**config.mk**
```make
export PLATFORM = sky130hd
export DESIGN_NAME = rank_spare_ctrl
export DESIGN_NICKNAME = d
export VERILOG_FILES = /design/src/rtl/rank_spare_pkg.sv /design/src/rtl/rank_spare_dp.sv /design/src/rtl/rank_spare_fsm.sv /design/src/rtl/rank_spare_ctrl.sv
export SDC_FILE = /design/constraint.sdc
export NUM_CORES = 1
export LEC_CHECK = 0
export ABC_AREA = 1
export BUFFER_PORTS_ARGS = -buffer_cell sky130_fd_sc_hd__clkbuf_2
export CAP_MARGIN = 20
export CORE_ASPECT_RATIO = 1.2
export CORE_MARGIN = 1
export CORE_UTILIZATION = 61
export DETAILED_ROUTE_END_ITERATION = 8
export GPL_TIMING_DRIVEN = 0
export HOLD_SLACK_MARGIN = 0.03
export PLACE_DENSITY = 0.87
export SYNTH_ARGS = -nofsm -noshare
export SYNTH_HDL_FRONTEND = slang
export SYNTH_HIERARCHICAL = 1
export SYNTH_SLANG_ARGS = --single-unit
```
**constraint.sdc**
```tcl
create_clock -name clk -period 9.9 [get_ports clk]
set_input_delay 0.495 -clock clk [delete_from_list [all_inputs] [get_ports clk]]
set_output_delay 0.495 -clock clk [all_outputs]
set_load 0.05 [all_outputs]
```
**src/rtl/rank_spare_pkg.sv**
```systemverilog
package rank_spare_pkg;
  typedef struct packed {
    logic loadFail;
    logic rdIssue;
    logic latch;
    logic wrIssue;
    logic advance;
    logic finish;
  } copyStrobe_t;

  typedef enum logic [1:0] {
    CP_IDLE,
    CP_READ,
    CP_WAIT,
    CP_WRITE
  } copyState_t;
endpackage

```
**src/rtl/rank_spare_dp.sv**
```systemverilog
module rank_spare_dp
  import rank_spare_pkg::*;
#(
  parameter int NUM_RANKS = 4,
  parameter int SIZE_W    = 5,
  parameter int CNT_W     = 8,
  parameter int DATA_W    = 16,
  localparam int RANK_W   = (NUM_RANKS > 1) ? $clog2(NUM_RANKS) : 1
) (
  input  logic                        clk,
  input  logic                        rstN,
  input  logic                        cfgStart,
  input  logic [NUM_RANKS*SIZE_W-1:0] rankSizes,
  input  logic [CNT_W-1:0]            threshold,
  input  logic                        cntClear,
  input  logic                        errValid,
  input  logic [RANK_W-1:0]           errRank,
  input  logic                        accValid,
  input  logic                        accWrite,
  input  logic [RANK_W-1:0]           accRank,
  input  logic [SIZE_W-1:0]           accLine,
  input  copyStrobe_t                 strb,
  input  logic [DATA_W-1:0]           memRdData,
  output logic                        trigger,
  output logic                        lastLine,
  output logic                        hazard,
  output logic [RANK_W-1:0]           xlatRank,
  output logic                        xlatDual,
  output logic [RANK_W-1:0]           memRank,
  output logic [SIZE_W-1:0]           memLine,
  output logic [DATA_W-1:0]           memWrData,
  output logic [RANK_W-1:0]           spareRank,
  output logic                        spareValid,
  output logic [RANK_W-1:0]           failedRank,
  output logic                        copyBusy,
  output logic                        remapDone,
  output logic                        spareExhausted
);
  localparam logic [CNT_W-1:0] CNT_MAX = '1;

  logic [CNT_W-1:0]  errCnt [NUM_RANKS];
  logic [CNT_W-1:0]  cntNext;
  logic [RANK_W-1:0] bestIdx, spareQ, failQ;
  logic [SIZE_W-1:0] bestSize, failSize, copyPtr;
  logic [DATA_W-1:0] dataQ;
  logic              spareValidQ, spareUsedQ, activeQ, remapQ, exhaustQ, eligible;

  // saturating per-rank error counters
  for (genvar r = 0; r < NUM_RANKS; r++) begin : g_cnt
    always_ff @(posedge clk) begin
      if (!rstN || cntClear) errCnt[r] <= '0;
      else if (errValid && errRank == RANK_W'(r) && errCnt[r] != CNT_MAX)
        errCnt[r] <= errCnt[r] + 1'b1;
    end
  end

  assign cntNext  = (errCnt[errRank] == CNT_MAX) ? CNT_MAX : errCnt[errRank] + 1'b1;
  assign eligible = errValid && !cntClear && spareValidQ && (cntNext > threshold) &&
                    (errRank != spareQ) && !(spareUsedQ && errRank == failQ);
  assign trigger  = eligible && !spareUsedQ;

  // largest rank wins, later index wins a tie
  always_comb begin
    bestIdx  = '0;
    bestSize = rankSizes[SIZE_W-1:0];
    for (int r = 1; r < NUM_RANKS; r++) begin
      if (rankSizes[r*SIZE_W +: SIZE_W] >= bestSize) begin
        bestSize = rankSizes[r*SIZE_W +: SIZE_W];
        bestIdx  = RANK_W'(r);
      end
    end
  end

  always_ff @(posedge clk) begin
    if (!rstN) begin
      spareValidQ <= 1'b0;
      spareQ      <= '0;
    end else if (cfgStart && !spareValidQ) begin
      spareValidQ <= 1'b1;
      spareQ      <= bestIdx;
    end
  end

  always_ff @(posedge clk) begin
    if (!rstN) begin
      failQ      <= '0;
      spareUsedQ <= 1'b0;
      activeQ    <= 1'b0;
      remapQ     <= 1'b0;
      exhaustQ   <= 1'b0;
      copyPtr    <= '0;
      dataQ      <= '0;
    end else begin
      if (strb.loadFail) begin
        failQ      <= errRank;
        spareUsedQ <= 1'b1;
        activeQ    <= 1'b1;
        copyPtr    <= '0;
      end
      if (strb.advance) copyPtr <= copyPtr + 1'b1;
      if (strb.latch)   dataQ   <= memRdData;
      if (strb.finish) begin
        activeQ <= 1'b0;
        remapQ  <= 1'b1;
      end
      if (eligible && spareUsedQ) exhaustQ <= 1'b1;
    end
  end

  assign failSize = rankSizes[int'(failQ)*SIZE_W +: SIZE_W];
  assign lastLine = ({1'b0, copyPtr} + 1'b1) >= {1'b0, failSize};
  assign hazard   = accValid && accWrite && activeQ && accRank == failQ && accLine == copyPtr;

  // access-path translation
  always_comb begin
    xlatRank = accRank;
    xlatDual = 1'b0;
    if (spareUsedQ && accRank == failQ) begin
      if (remapQ || accLine < copyPtr) xlatRank = spareQ;
      else if (accWrite)               xlatDual = 1'b1;
    end
  end

  assign memRank        = strb.wrIssue ? spareQ : failQ;
  assign memLine        = copyPtr;
  assign memWrData      = dataQ;
  assign spareRank      = spareQ;
  assign spareValid     = spareValidQ;
  assign failedRank     = failQ;
  assign copyBusy       = activeQ;
  assign remapDone      = remapQ;
  assign spareExhausted = exhaustQ;
endmodule

```
**src/rtl/rank_spare_fsm.sv**
```systemverilog
module rank_spare_fsm
  import rank_spare_pkg::*;
(
  input  logic        clk,
  input  logic        rstN,
  input  logic        trigger,
  input  logic        lastLine,
  input  logic        hazard,
  input  logic        memRdValid,
  output copyStrobe_t strb
);
  copyState_t state, nextState;
  logic       redoQ;

  always_comb begin
    strb      = '0;
    nextState = state;
    case (state)
      CP_IDLE: if (trigger) begin
        strb.loadFail = 1'b1;
        nextState     = CP_READ;
      end
      CP_READ: if (!hazard) begin
        strb.rdIssue = 1'b1;
        nextState    = CP_WAIT;
      end
      CP_WAIT: if (memRdValid) begin
        if (hazard || redoQ) nextState = CP_READ;
        else begin
          strb.latch = 1'b1;
          nextState  = CP_WRITE;
        end
      end
      CP_WRITE: if (hazard) nextState = CP_READ;
      else begin
        strb.wrIssue = 1'b1;
        if (lastLine) begin
          strb.finish = 1'b1;
          nextState   = CP_IDLE;
        end else begin
          strb.advance = 1'b1;
          nextState    = CP_READ;
        end
      end
      default: nextState = CP_IDLE;
    endcase
  end

  always_ff @(posedge clk) begin
    if (!rstN) begin
      state <= CP_IDLE;
      redoQ <= 1'b0;
    end else begin
      state <= nextState;
      if (state == CP_WAIT && !memRdValid) redoQ <= redoQ | hazard;
      else                                 redoQ <= 1'b0;
    end
  end
endmodule

```
**src/rtl/rank_spare_ctrl.sv**
```systemverilog
module rank_spare_ctrl
  import rank_spare_pkg::*;
#(
  parameter int NUM_RANKS = 4,
  parameter int SIZE_W    = 5,
  parameter int CNT_W     = 8,
  parameter int DATA_W    = 16,
  localparam int RANK_W   = (NUM_RANKS > 1) ? $clog2(NUM_RANKS) : 1
) (
  input  logic                        clk,
  input  logic                        rstN,
  input  logic                        cfgStart,
  input  logic [NUM_RANKS*SIZE_W-1:0] rankSizes,
  input  logic [CNT_W-1:0]            threshold,
  input  logic                        cntClear,
  input  logic                        errValid,
  input  logic [RANK_W-1:0]           errRank,
  input  logic                        accValid,
  input  logic                        accWrite,
  input  logic [RANK_W-1:0]           accRank,
  input  logic [SIZE_W-1:0]           accLine,
  output logic [RANK_W-1:0]           xlatRank,
  output logic                        xlatDual,
  output logic                        memRdEn,
  output logic                        memWrEn,
  output logic [RANK_W-1:0]           memRank,
  output logic [SIZE_W-1:0]           memLine,
  output logic [DATA_W-1:0]           memWrData,
  input  logic                        memRdValid,
  input  logic [DATA_W-1:0]           memRdData,
  output logic [RANK_W-1:0]           spareRank,
  output logic                        spareValid,
  output logic [RANK_W-1:0]           failedRank,
  output logic                        copyBusy,
  output logic                        remapDone,
  output logic                        spareExhausted
);
  copyStrobe_t strb;
  logic        trigger, lastLine, hazard;

  rank_spare_fsm u_fsm (
    .clk(clk), .rstN(rstN), .trigger(trigger), .lastLine(lastLine),
    .hazard(hazard), .memRdValid(memRdValid), .strb(strb)
  );

  rank_spare_dp #(
    .NUM_RANKS(NUM_RANKS), .SIZE_W(SIZE_W), .CNT_W(CNT_W), .DATA_W(DATA_W)
  ) u_dp (
    .clk(clk), .rstN(rstN), .cfgStart(cfgStart), .rankSizes(rankSizes),
    .threshold(threshold), .cntClear(cntClear), .errValid(errValid),
    .errRank(errRank), .accValid(accValid), .accWrite(accWrite),
    .accRank(accRank), .accLine(accLine), .strb(strb), .memRdData(memRdData),
    .trigger(trigger), .lastLine(lastLine), .hazard(hazard),
    .xlatRank(xlatRank), .xlatDual(xlatDual), .memRank(memRank),
    .memLine(memLine), .memWrData(memWrData), .spareRank(spareRank),
    .spareValid(spareValid), .failedRank(failedRank), .copyBusy(copyBusy),
    .remapDone(remapDone), .spareExhausted(spareExhausted)
  );

  assign memRdEn = strb.rdIssue;
  assign memWrEn = strb.wrIssue;
endmodule

```
# Yosys cells after proc, flatten, opt, wreduce, memory -nomap -nowiden
# Memory sizes are Yosys's and may differ from the RTL's.
# Cells that the tools add are included.
[totals] latchBits=0 word_cells=139 mem_count=1 ff_bits=33 mem_bits_ro=0 ram_bits=32
[memory_table] name="u_dp.errCnt" depth=4 word_bits=8 read_ports=5 rd_clocked_by_memory_dff=0 write_ports=4 line="rank_spare_dp.sv:41" rtl="logic [CNT_W-1:0] errCnt [NUM_RANKS];"
[op_classes] n_shift=1 n_mul=1 order_cmp=6 n_addsub=7 n_mux=50 n_div=0 bitwise=6 reduce_logical=38 n_eq_ne=18
[op_table] operator="adder 8 x 1 -> 8 bit, second input constant" n=5
[op_table] operator="2-to-1 mux 8 bit" n=5
[op_table] operator="!= test 8 bit, second input constant" n=4
[op_table] operator="indexed part select 20 x 32 -> 5 bit" n=1
[op_table] operator="2-to-1 mux 1 bit" n=28
[op_table] operator="logical AND 1 bit" n=23
[op_table] operator="2-to-1 mux 2 bit" n=10
[op_table] operator="2-to-1 mux 5 bit" n=4
[op_table] operator="greater-or-equal comparator 5 bit" n=3
[op_table] operator="equality test 2 bit, second input constant" n=4
[op_table] operator="equality test 8 bit, second input constant" n=1
[op_table] operator="greater-than comparator 8 bit" n=1
[op_table] operator="case mux 2 bit (4 select lines)" n=1
[op_table] operator="adder 5 x 1 -> 6 bit, second input constant" n=1
[op_table] operator="greater-or-equal comparator 6 x 5 -> 1 bit" n=1
[op_table] operator="logical NOT 1 bit" n=6
[op_table] operator="2-to-1 mux 3 bit" n=2
[op_table] operator="!= test 2 bit, second input constant" n=3
[op_table] operator="adder 5 x 1 -> 5 bit, second input constant" n=1
[op_table] operator="equality test 5 bit" n=1
[op_table] operator="less-than comparator 5 bit" n=1
[op_table] operator="multiplier 2 x 3 -> 5 bit, second input constant" n=1
[op_table] operator="OR 1 bit" n=5
[op_table] operator="equality test 2 x 1 -> 1 bit, second input constant" n=2
[op_table] operator="9 further kinds" n=13

# Depth between registers and ports, before layout
# Gate-level depths: netlist of the first run.
# An unclocked memory read counts as a cell.
[logic_depth] depth_word=12 depth_mapped=27

# Modules after synthesis
# The synthesis of the first run kept the hierarchy.
[modules_own_cells] mod="rank_spare_dp" area_per_inst_um2=4633.2 cells_per_inst=635 instances=1
[modules_own_cells] mod="rank_spare_fsm" area_per_inst_um2=198.9 cells_per_inst=32 instances=1

# Least setup slack after synthesis of the first run
# No wires, ideal clock.
[synth_path] kind="register -> output" start="register u_dp.copyPtr[2], in the netlist u_dp/memLine[2]" end="output memRank[0]" t_required_ns=9.405 setup_slack_ns=6.279 n_path_buf=0 path_stages_with_launch=9 arrival_ns=3.126 cell_sequence="dfxtp_1 > inv_1 > ha_1 > nand2_1 > nor2_1 > nand3b_1 > nor2_1 > nor2_1 > o21ai_0"
[synth_between] elab_chain_cells=5
[synth_rtl] item="from (decl)" line="rank_spare_dp.sv:44" rtl="logic [SIZE_W-1:0] bestSize, failSize, copyPtr;"
[synth_rtl] item="from (signal assigned)" line="rank_spare_dp.sv:100" rtl="if (strb.advance) copyPtr <= copyPtr + 1'b1;"
[synth_rtl] item="equality test 5 bit" line="rank_spare_dp.sv:112" rtl="assign hazard = accValid && accWrite && activeQ && accRank == failQ && accLine == copyPtr;"
[synth_rtl] item="logical AND 1 bit" line="rank_spare_dp.sv:112"
[synth_rtl] item="net hazard" line="rank_spare_ctrl.sv:39" rtl="logic trigger, lastLine, hazard;"
[synth_rtl] item="2-to-1 mux 3 bit" line="rank_spare_fsm.sv:34" rtl="CP_WRITE: if (hazard) nextState = CP_READ;"
[synth_rtl] item="2-to-1 mux 3 bit" line="rank_spare_fsm.sv:18" rtl="case (state)"
[synth_rtl] item="net memWrEn" line="rank_spare_ctrl.sv:25" rtl="output logic memWrEn,"
[synth_rtl] item="2-to-1 mux 2 bit" line="rank_spare_dp.sv:124" rtl="assign memRank = strb.wrIssue ? spareQ : failQ;"
[synth_rtl] item="to (decl)" line="rank_spare_ctrl.sv:26" rtl="output logic [RANK_W-1:0] memRank,"
# The timed path passes the listed nets, and every way through them passes these cells.

# Worst setup path after layout of the first run
[layout_path] start="input rankSizes[5]" end="register u_dp.spareQ[0], in the netlist u_dp/spareRank[0]"
[layout_between] elab_chain_cells=6
[layout_rtl] item="from (decl)" line="rank_spare_ctrl.sv:13" rtl="input logic [NUM_RANKS*SIZE_W-1:0] rankSizes,"
[layout_rtl] item="greater-or-equal comparator 5 bit" line="rank_spare_dp.sv:67" rtl="if (rankSizes[r*SIZE_W +: SIZE_W] >= bestSize) begin"
[layout_rtl] item="2-to-1 mux 5 bit" line="rank_spare_dp.sv:67"
[layout_rtl] item="greater-or-equal comparator 5 bit" line="rank_spare_dp.sv:67"
[layout_rtl] item="2-to-1 mux 5 bit" line="rank_spare_dp.sv:67"
[layout_rtl] item="greater-or-equal comparator 5 bit" line="rank_spare_dp.sv:67"
[layout_rtl] item="2-to-1 mux 2 bit (*)" line="rank_spare_dp.sv:67"
[layout_rtl] item="to (signal assigned)" line="rank_spare_dp.sv:80" rtl="spareQ <= bestIdx;"
[layout_rtl] item="to (decl)" line="rank_spare_dp.sv:43" rtl="logic [RANK_W-1:0] bestIdx, spareQ, failQ;"
# Mark *: on every way between the ends. The rest lies on a longest branch, timed or not.
# A chain may end at the register's enable or synchronous reset.

==> results of run 1 <==
## critical path, cell delays in order
cell and delay, ns:
clkbuf_2 0.08, inv_1 0.10, ha_1 0.25, inv_1 0.06
a21boi_0 0.07, o21bai_1 0.35, nand2_1 0.24, nand2_1 0.19
and2_1 0.14, ha_1 0.23, a21oi_1 0.13, o21ai_0 0.08
nor2_1 0.23, clkbuf_1 0.36, nand3_1 0.12, o21ai_0 0.12
ha_1 0.30, nand2_1 0.08, inv_1 0.04, o21bai_1 0.11
nand2_1 0.07, nor3_1 0.20, nand3_1 0.14, nand2_1 0.09
inv_1 0.04
## registers in the layout, summed over array words and instances, names as in the netlist
name and count:
u_dp/failedRank 2, u_dp/remapDone 1, u_dp/spareRank 2, u_dp/spareUsedQ 1
u_dp/spareExhausted 1, u_dp/errCnt 32, u_dp/spareValid 1, u_fsm/state 2
u_dp/memWrData 16, u_dp/copyBusy 1, u_fsm/redoQ 1, u_dp/memLine 5
## power breakdown
part	internal, mW	leakage [nW]	switching [mW]
Combinational	0.0784	2.01	0.173
Sequential	0.306	0.628	0.0227
Clock	0.116	0.102	0.108
## through the flow
stage / setup WS, ns / hold slack (ns)
final: 5.83 / 0.367
after global routing: 5.51 / 0.367
after CTS: 5.89 / 0.361
after detailed placement: 5.52 / 0.456
after global placement: 5.60 / 0.437
after floorplan: 6.28 / 0.483
## layer usage
layer  up-vias  global-route usage [%]  part of all wire, %
li1       2407                       -                    -
met1      2237                    32.7                   39
met2       186                    54.7                   52
met3        39                    5.39                  5.2
met4         0                    14.2                  3.3
met5         -                       0                    0
## synth_stat cells, types with 2 or more instances
master,n,area share (%)
dfxtp_1,33,14
nor2_4,4,0.93
and2_1,5,0.65
nand2_4,2,0.47
nor3b_1,7,1.1
a21boi_0,2,0.31
xor2_1,10,1.8
or2_2,2,0.26
clkbuf_1,8,0.62
o21ai_1,2,0.21
inv_2,5,0.39
edfxtp_1,32,20
nor3_1,10,1.0
inv_1,66,5.1
nand2_1,161,13
nor2_1,107,8.3
nand3b_1,3,0.47
buf_6,4,0.93
nand3_1,34,3.5
o21bai_1,3,0.47
o21ai_0,41,4.2
nand2_2,15,1.9
nand3_2,4,0.83
a21oi_1,28,2.9
ha_1,39,10
nand4_1,10,1.3
nand4_2,3,0.78
xnor2_1,10,1.8
nor2_2,3,0.39
## worst min path at each step
stage	from	end	slack (ns)	cells past startpoint
after detailed placement	u_dp/spareExhausted$_SDFFE_PN0P_	u_dp/spareExhausted$_SDFFE_PN0P_	0.46	2
after CTS	memRdData[5]	u_dp/memWrData[5]$_SDFFE_PN0P_	0.36	3
after global placement	u_dp/spareExhausted$_SDFFE_PN0P_	u_dp/spareExhausted$_SDFFE_PN0P_	0.44	2
after global routing	memRdData[5]	u_dp/memWrData[5]$_SDFFE_PN0P_	0.37	3
final	memRdData[5]	u_dp/memWrData[5]$_SDFFE_PN0P_	0.37	3
after floorplan	u_dp/spareUsedQ$_SDFFE_PN0P_	u_dp/spareUsedQ$_SDFFE_PN0P_	0.48	2
## cell families after synthesis
group / after synthesis / synth area share, %
AOI/OAI and AO/OA: 85 / 9.84
xor gates and xnor gates: 20 / 3.62
adders and majority gates: 39 / 10.1
buffers and inverters: 85 / 7.59
DFF: 65 / 33.6
and+or+nand+nor: 373 / 35.3
## cell type report
type,instances,share of cell area [%]
timing repair buffer,96,8.55
inverter,71,4.74
multi-input combinational,517,50.6
tap,92,2.05
clock buffer,9,2.20
clock inverter,7,1.18
sequential,65,28.9
buffer,14,1.78
==> impl_metrics.py, run 1 <==
metrics = {
    "outcome": {
        "status": "finished, final reports clean",
    },
    "setup_path": {
        "startpoint": "rankSizes[5]",
        "crit_required_ns": 10.15,
        "end_kind": "flop",
        "cp_max_fo": 10,
        "r2r_slack_ns": 6.24,
        "path_class": "in -> reg",
        "regToRegEndpoint": "u_dp/memLine[0]$_SDFFE_PN0P_",
        "reg2reg_from": "u_dp/errCnt[2][0]$_SDFFCE_PN0P_",
        "r2r_cells": 22,
        "crit_path_end": "u_dp/spareRank[0]$_SDFFE_PN0P_",
        "worst_setup_path_start_kind": "input pin",
        "arrival_ns": 4.33,
    },
    "grt": {
        "grt.overflow.total": 0,
        "grt_pass1_vias": 4604,
        "grt_pass1_wl_mm": 19.9,
        "grt_max_degree": 13,
        "antenna_found_initial": 0,
        "grt.total_usage_pct": 29.6,
    },
    "synth": {
        "synth_warnings": 6,
        "ys_seq_area_share_pct": 33.6,
        "synthArstFlopShare_pct": 0,
        "netlist_instances": 667,
        "syn_avg_cell_area_um2": 7.24,
        "ys_ff_latch": 65,
        "synthFlopType": "dfxtp_1",
        "ys_types": 43,
        "synth_nets": 767,
        "syn-cell-area_um2": 4830,
        "synth_edf_count": 32,
    },
    "drt": {
        "wl_mm": 12.2,
        "route.vias.total": 4869,
        "wl_per_cell_um": 14.0,
        "firstDrtPassIters": 5,
        "routed_via_density": 5.59,
        "drcViolationCount": 0,
        "drt_iter0_markers": 261,
        "antenna_left": 0,
    },
    "floorplan": {
        "std_cell_rows": 35,
        "io_pins": 97,
        "die_h_um": 99.5,
        "start_util_pct": 63.1,
        "die_area_um2": 8280,
        "core-area_um2": 7660,
        "die_w_um": 83.3,
    },
    "sta": {
        "post-route-min-period_ns": 4.07,
        "tns_ns": 0,
        "worst_pin_slew_ns": 0.767,
        "fin_skew_ns": 0.00758,
        "rsz0062_at_grt": "no",
        "setup-violations-final": 0,
        "period_share_pct": 41.1,
        "finalHoldViolCount": 0,
        "max-slew-margin-rel_pct": 48.5,
        "drv_slew": 0,
        "fmax_mhz": 246,
    },
    "final_layout": {
        "fin_area_um2": 5620,
        "nFillCells": 607,
        "multiInputGateArea_um2": 2840,
        "n_antenna_cell": 0,
        "final_common_cell": "nand2_1",
        "layout.area.seq_um2": 1620,
        "syn_to_final_growth_pct": 16.3,
        "stdcell_count": 871,
        "layout_common_cells": "nand2_1 (161), nor2_1 (107), clkbuf_2 (96), inv_1 (66), o21ai_0 (41)",
        "drive_gt1_share_pct": 20.7,
        "final_nets": 874,
        "postLayoutCoreUtil_pct": 73.3,
    },
    "placement": {
        "port_buffers": 96,
        "hpwl_mm": 9.58,
        "routabilityCongestion": 0.964,
        "dpl_cell_area_um2": 5430,
        "placed_cells": 855,
    },
    "clock_tree": {
        "clock_path_buffers": 2,
        "root_buffer": "clkbuf_8",
        "cts-buffers-inserted": 9,
        "cts_setup_buffers": 0,
        "clock_latency_ns": 0.35,
        "tritoncts": "yes",
        "holdBufCountCts": 0,
        "path_clk_slew_ns": 0.08,
        "clock_sinks": 65,
        "htree_levels": 3,
        "post_cts_resize_count": 0,
    },
    "power": {
        "ir_drop_mv": 0.116,
        "power_mw": 0.804,
        "power.density_nw_per_um2": 143,
        "p_leak_nw": 2.74,
    },
    "flow_run": {
        "drv_cap": 0,
    },
    "min_path": {
        "hold_path_class": "in -> reg",
    },
}
No activity file was read; power rests on OpenSTA's default activity.
==> run 2: changes to the inputs <==
--- a/config.mk
+++ b/config.mk
@@ -5,16 +5,16 @@
 export SDC_FILE = /design/constraint.sdc
 export NUM_CORES = 1
 export LEC_CHECK = 0
-export ABC_AREA = 1
+export ABC_AREA = 0
 export BUFFER_PORTS_ARGS = -buffer_cell sky130_fd_sc_hd__clkbuf_2
 export CAP_MARGIN = 20
 export CORE_ASPECT_RATIO = 1.2
 export CORE_MARGIN = 1
-export CORE_UTILIZATION = 61
+export CORE_UTILIZATION = 50
 export DETAILED_ROUTE_END_ITERATION = 8
 export GPL_TIMING_DRIVEN = 0
 export HOLD_SLACK_MARGIN = 0.03
-export PLACE_DENSITY = 0.87
+export PLACE_DENSITY = 0.77
 export SYNTH_ARGS = -nofsm -noshare
 export SYNTH_HDL_FRONTEND = slang
 export SYNTH_HIERARCHICAL = 1
==> constraint.sdc (replaced) <==
create_clock -name clk -period 3.5 [get_ports clk]
set_input_delay 0.175 -clock clk [delete_from_list [all_inputs] [get_ports clk]]
set_output_delay 0.175 -clock clk [all_outputs]
set_load 0.05 [all_outputs]
==> run 2 against run 1 <==
The run now ends with setup timing left. Critical path depth decreased by 7. Synthesized cell count decreased by 31%. Cell area grew 3.3%. Global-route usage fell by 6.2 points. Flip-flop and latch count stayed put. Worst setup slack worse by 5.8 ns. Critical path type is now reg -> reg. Largest power group unchanged. Highest routed layer unchanged.
==> impl_metrics.py, run 2 <==
metrics = {
    "outcome": {
        "status": "complete, but fails checks",
        "violations": "setup timing",
    },
    "drt": {
        "antenna_left": 0,
        "wl_per_cell_um": 15.4,
        "drcViolationCount": 0,
        "routed_via_density": 5.43,
        "route.vias.total": 3945,
        "firstDrtPassIters": 5,
        "drt_iter0_markers": 169,
        "wl_mm": 11.2,
    },
    "sta": {
        "drv_slew": 0,
        "finalHoldViolCount": 0,
        "period_share_pct": 100,
        "tns_ns": -0.00648,
        "setup-violations-final": 1,
        "rsz0062_at_grt": "yes",
        "max-slew-margin-rel_pct": 52.4,
        "setup_ws_ns": -0.00648,
        "worst_pin_slew_ns": 0.707,
        "post-route-min-period_ns": 3.51,
        "fin_skew_ns": 0.0147,
        "holdWs_ns": 0.0706,
        "fmax_mhz": 285,
    },
    "floorplan": {
        "io_pins": 97,
        "std_cell_rows": 37,
        "start_util_pct": 52.4,
        "core-area_um2": 8700,
        "die_area_um2": 9510,
        "die_h_um": 107,
        "die_w_um": 89.2,
    },
    "final_layout": {
        "syn_to_final_growth_pct": 27.3,
        "nFillCells": 713,
        "drive_gt1_share_pct": 34.3,
        "stdcell_count": 726,
        "fin_area_um2": 5800,
        "largest_register": "u_dp/errCnt",
        "largest_reg_flops": 32,
        "layout_common_cells": "clkbuf_2 (96), nor2_1 (48), buf_4 (38), ha_1 (35)",
        "final_nets": 704,
        "final_common_cell": "clkbuf_2",
        "n_antenna_cell": 0,
    },
    "synth": {
        "synth_top_family_by_area": "simple AND/OR/NAND/NOR gates",
        "ys_ff_latch": 65,
        "ys_types": 55,
        "synthArstFlopShare_pct": 0,
        "yosysTopAreaCellShare_pct": 21.1,
        "yosysMostFrequentCell": "nor2_1",
        "synth.area.mux_share_pct": 13.6,
        "yosys-top-cells-count": "nor2_1 (49), ha_1 (39), dfxtp_1 (33)",
        "synth_nets": 562,
        "syn_avg_cell_area_um2": 9.87,
        "ys_seq_area_share_pct": 35.6,
        "synthAdderAreaFrac_pct": 10.7,
        "synth_edf_count": 32,
        "synth_warnings": 6,
        "synthFlopType": "dfxtp_1",
        "synth_top_area_cell": "edfxtp_1",
        "synth_xor_area_share_pct": 6.53,
        "netlist_instances": 462,
        "synth-simple-area-share_pct": 20.2,
        "synth_area_leaders": "edfxtp_1 (21%), dfxtp_1 (14%), ha_1 (11%), mux2i_1 (5.3%), mux4_2 (4.9%)",
        "synth_compound_area_share_pct": 8.78,
        "syn-cell-area_um2": 4560,
    },
    "clock_tree": {
        "path_clk_slew_ns": 0.08,
        "clock_latency_ns": 0.35,
        "root_buffer": "clkbuf_8",
        "tritoncts": "yes",
        "cts-buffers-inserted": 9,
        "htree_levels": 3,
        "holdBufCountCts": 0,
        "clock_sinks": 65,
        "clock_path_buffers": 2,
    },
    "grt": {
        "grt.total_usage_pct": 23.4,
        "grt_pass1_wl_mm": 17.0,
        "grt_pass1_vias": 3850,
        "antenna_found_initial": 0,
        "grt.overflow.total": 0,
        "grt_max_degree": 14,
    },
    "min_path": {
        "hold_path_class": "in -> reg",
    },
    "setup_path": {
        "arrival_ns": 3.80,
        "end_kind": "flop",
        "path_class": "reg -> reg",
        "worst_setup_path_start_kind": "flop",
        "crit_required_ns": 3.79,
        "cp_max_fo": 4,
    },
    "power": {
        "ir_drop_mv": 0.219,
        "power.density_nw_per_um2": 325,
        "p_leak_nw": 2.60,
    },
    "flow_run": {
        "drv_cap": 0,
    },
    "placement": {
        "port_buffers": 95,
        "routabilityCongestion": 0.854,
        "placed_cells": 674,
        "hpwl_mm": 8.27,
        "dpl_cell_area_um2": 5190,
    },
}
[run 2: logic make-up after synthesis]
family                     after synthesis
and+or+nand+nor                        176
buffers and inverters                   46
xor gates and xnor gates                34
DFF                                     65
muxes                                   43
adders and majority gates               39
AOI/OAI and AO/OA                       59
[run 2: per-layer routing]
layer	GRT usage [%]	wire, um	up-vias
met5	0	0	-
met4	11.5	300	0
met3	5.62	541	26
met2	41.8	5920	122
met1	25.3	4450	1872
li1	-	-	1925
[run 2: worst max-delay path: stages (launching register included)]
cell and delay (ns):
edfxtp_1 0.45, mux4_2 0.57, ha_4 0.20, nand3_4 0.08, nor2b_4 0.05, nand2_2 0.07, nand2b_1 0.06, ha_1 0.31
nor2b_4 0.13, o211ai_1 0.30, a21oi_4 0.10, a211oi_4 0.25, nor3_4 0.07, nor3b_2 0.16, buf_4 0.16, buf_6 0.12
nor3_1 0.18, a21oi_1 0.06, nor2b_1 0.12
[run 2: power by group]
group	switching, mW	total, mW	internal, mW
logic	0.213	0.412	0.199
clock network	0.318	0.624	0.306
registers	0.0288	0.852	0.823
total	0.560	1.89	1.33
[run 2: area by class of cell]
class	instances	area [um^2]	share of cell area, %
multi-input combinational	351	2870	49.4
sequential	65	1620	28.0
timing repair buffer	133	764	13.2
clock buffer	10	149	2.57
tap	117	146	2.52
inverter	29	109	1.88
buffer	15	98.8	1.70
clock inverter	6	45.0	0.776
[run 2: repair_timing]
| action | CTS | global route |
|---|---|---|
| hold endpoints to repair | 0 | 0 |
| buffers inserted | 22 | 17 |
| endpoints found under the setup margin | 10 | 14 |
| pin swaps | 9 | 15 |
| cloned | 0 | 0 |
| gates resized for setup | 13 | 18 |
[run 2: final timing paths]
path | from | to | slack, ns | cells past startpoint
hold / removal | cfgStart | u_dp/spareValid$_SDFFE_PN0P_ | 0.07 | 2
setup reg to reg | u_dp/errCnt[3][1]$_SDFFCE_PN0P_ | u_dp/memLine[1]$_SDFFE_PN0P_ | -0.006 | 18
setup / recovery | u_dp/errCnt[3][1]$_SDFFCE_PN0P_ | u_dp/memLine[1]$_SDFFE_PN0P_ | -0.006 | 18
hold reg to reg | u_dp/spareExhausted$_SDFFE_PN0P_ | u_dp/spareExhausted$_SDFFE_PN0P_ | 0.47 | 2
[run 2: stage by stage]
stage	setup WS (ns)	utilization, %	power [mW]
floorplan	0.00185	-	1.10
CTS	-0.0346	64.3	1.86
global route	-0.189	66.7	1.99
global placement	-0.337	59.6	1.19
finish	-0.00648	66.7	1.89
detailed placement	-0.431	59.6	1.21
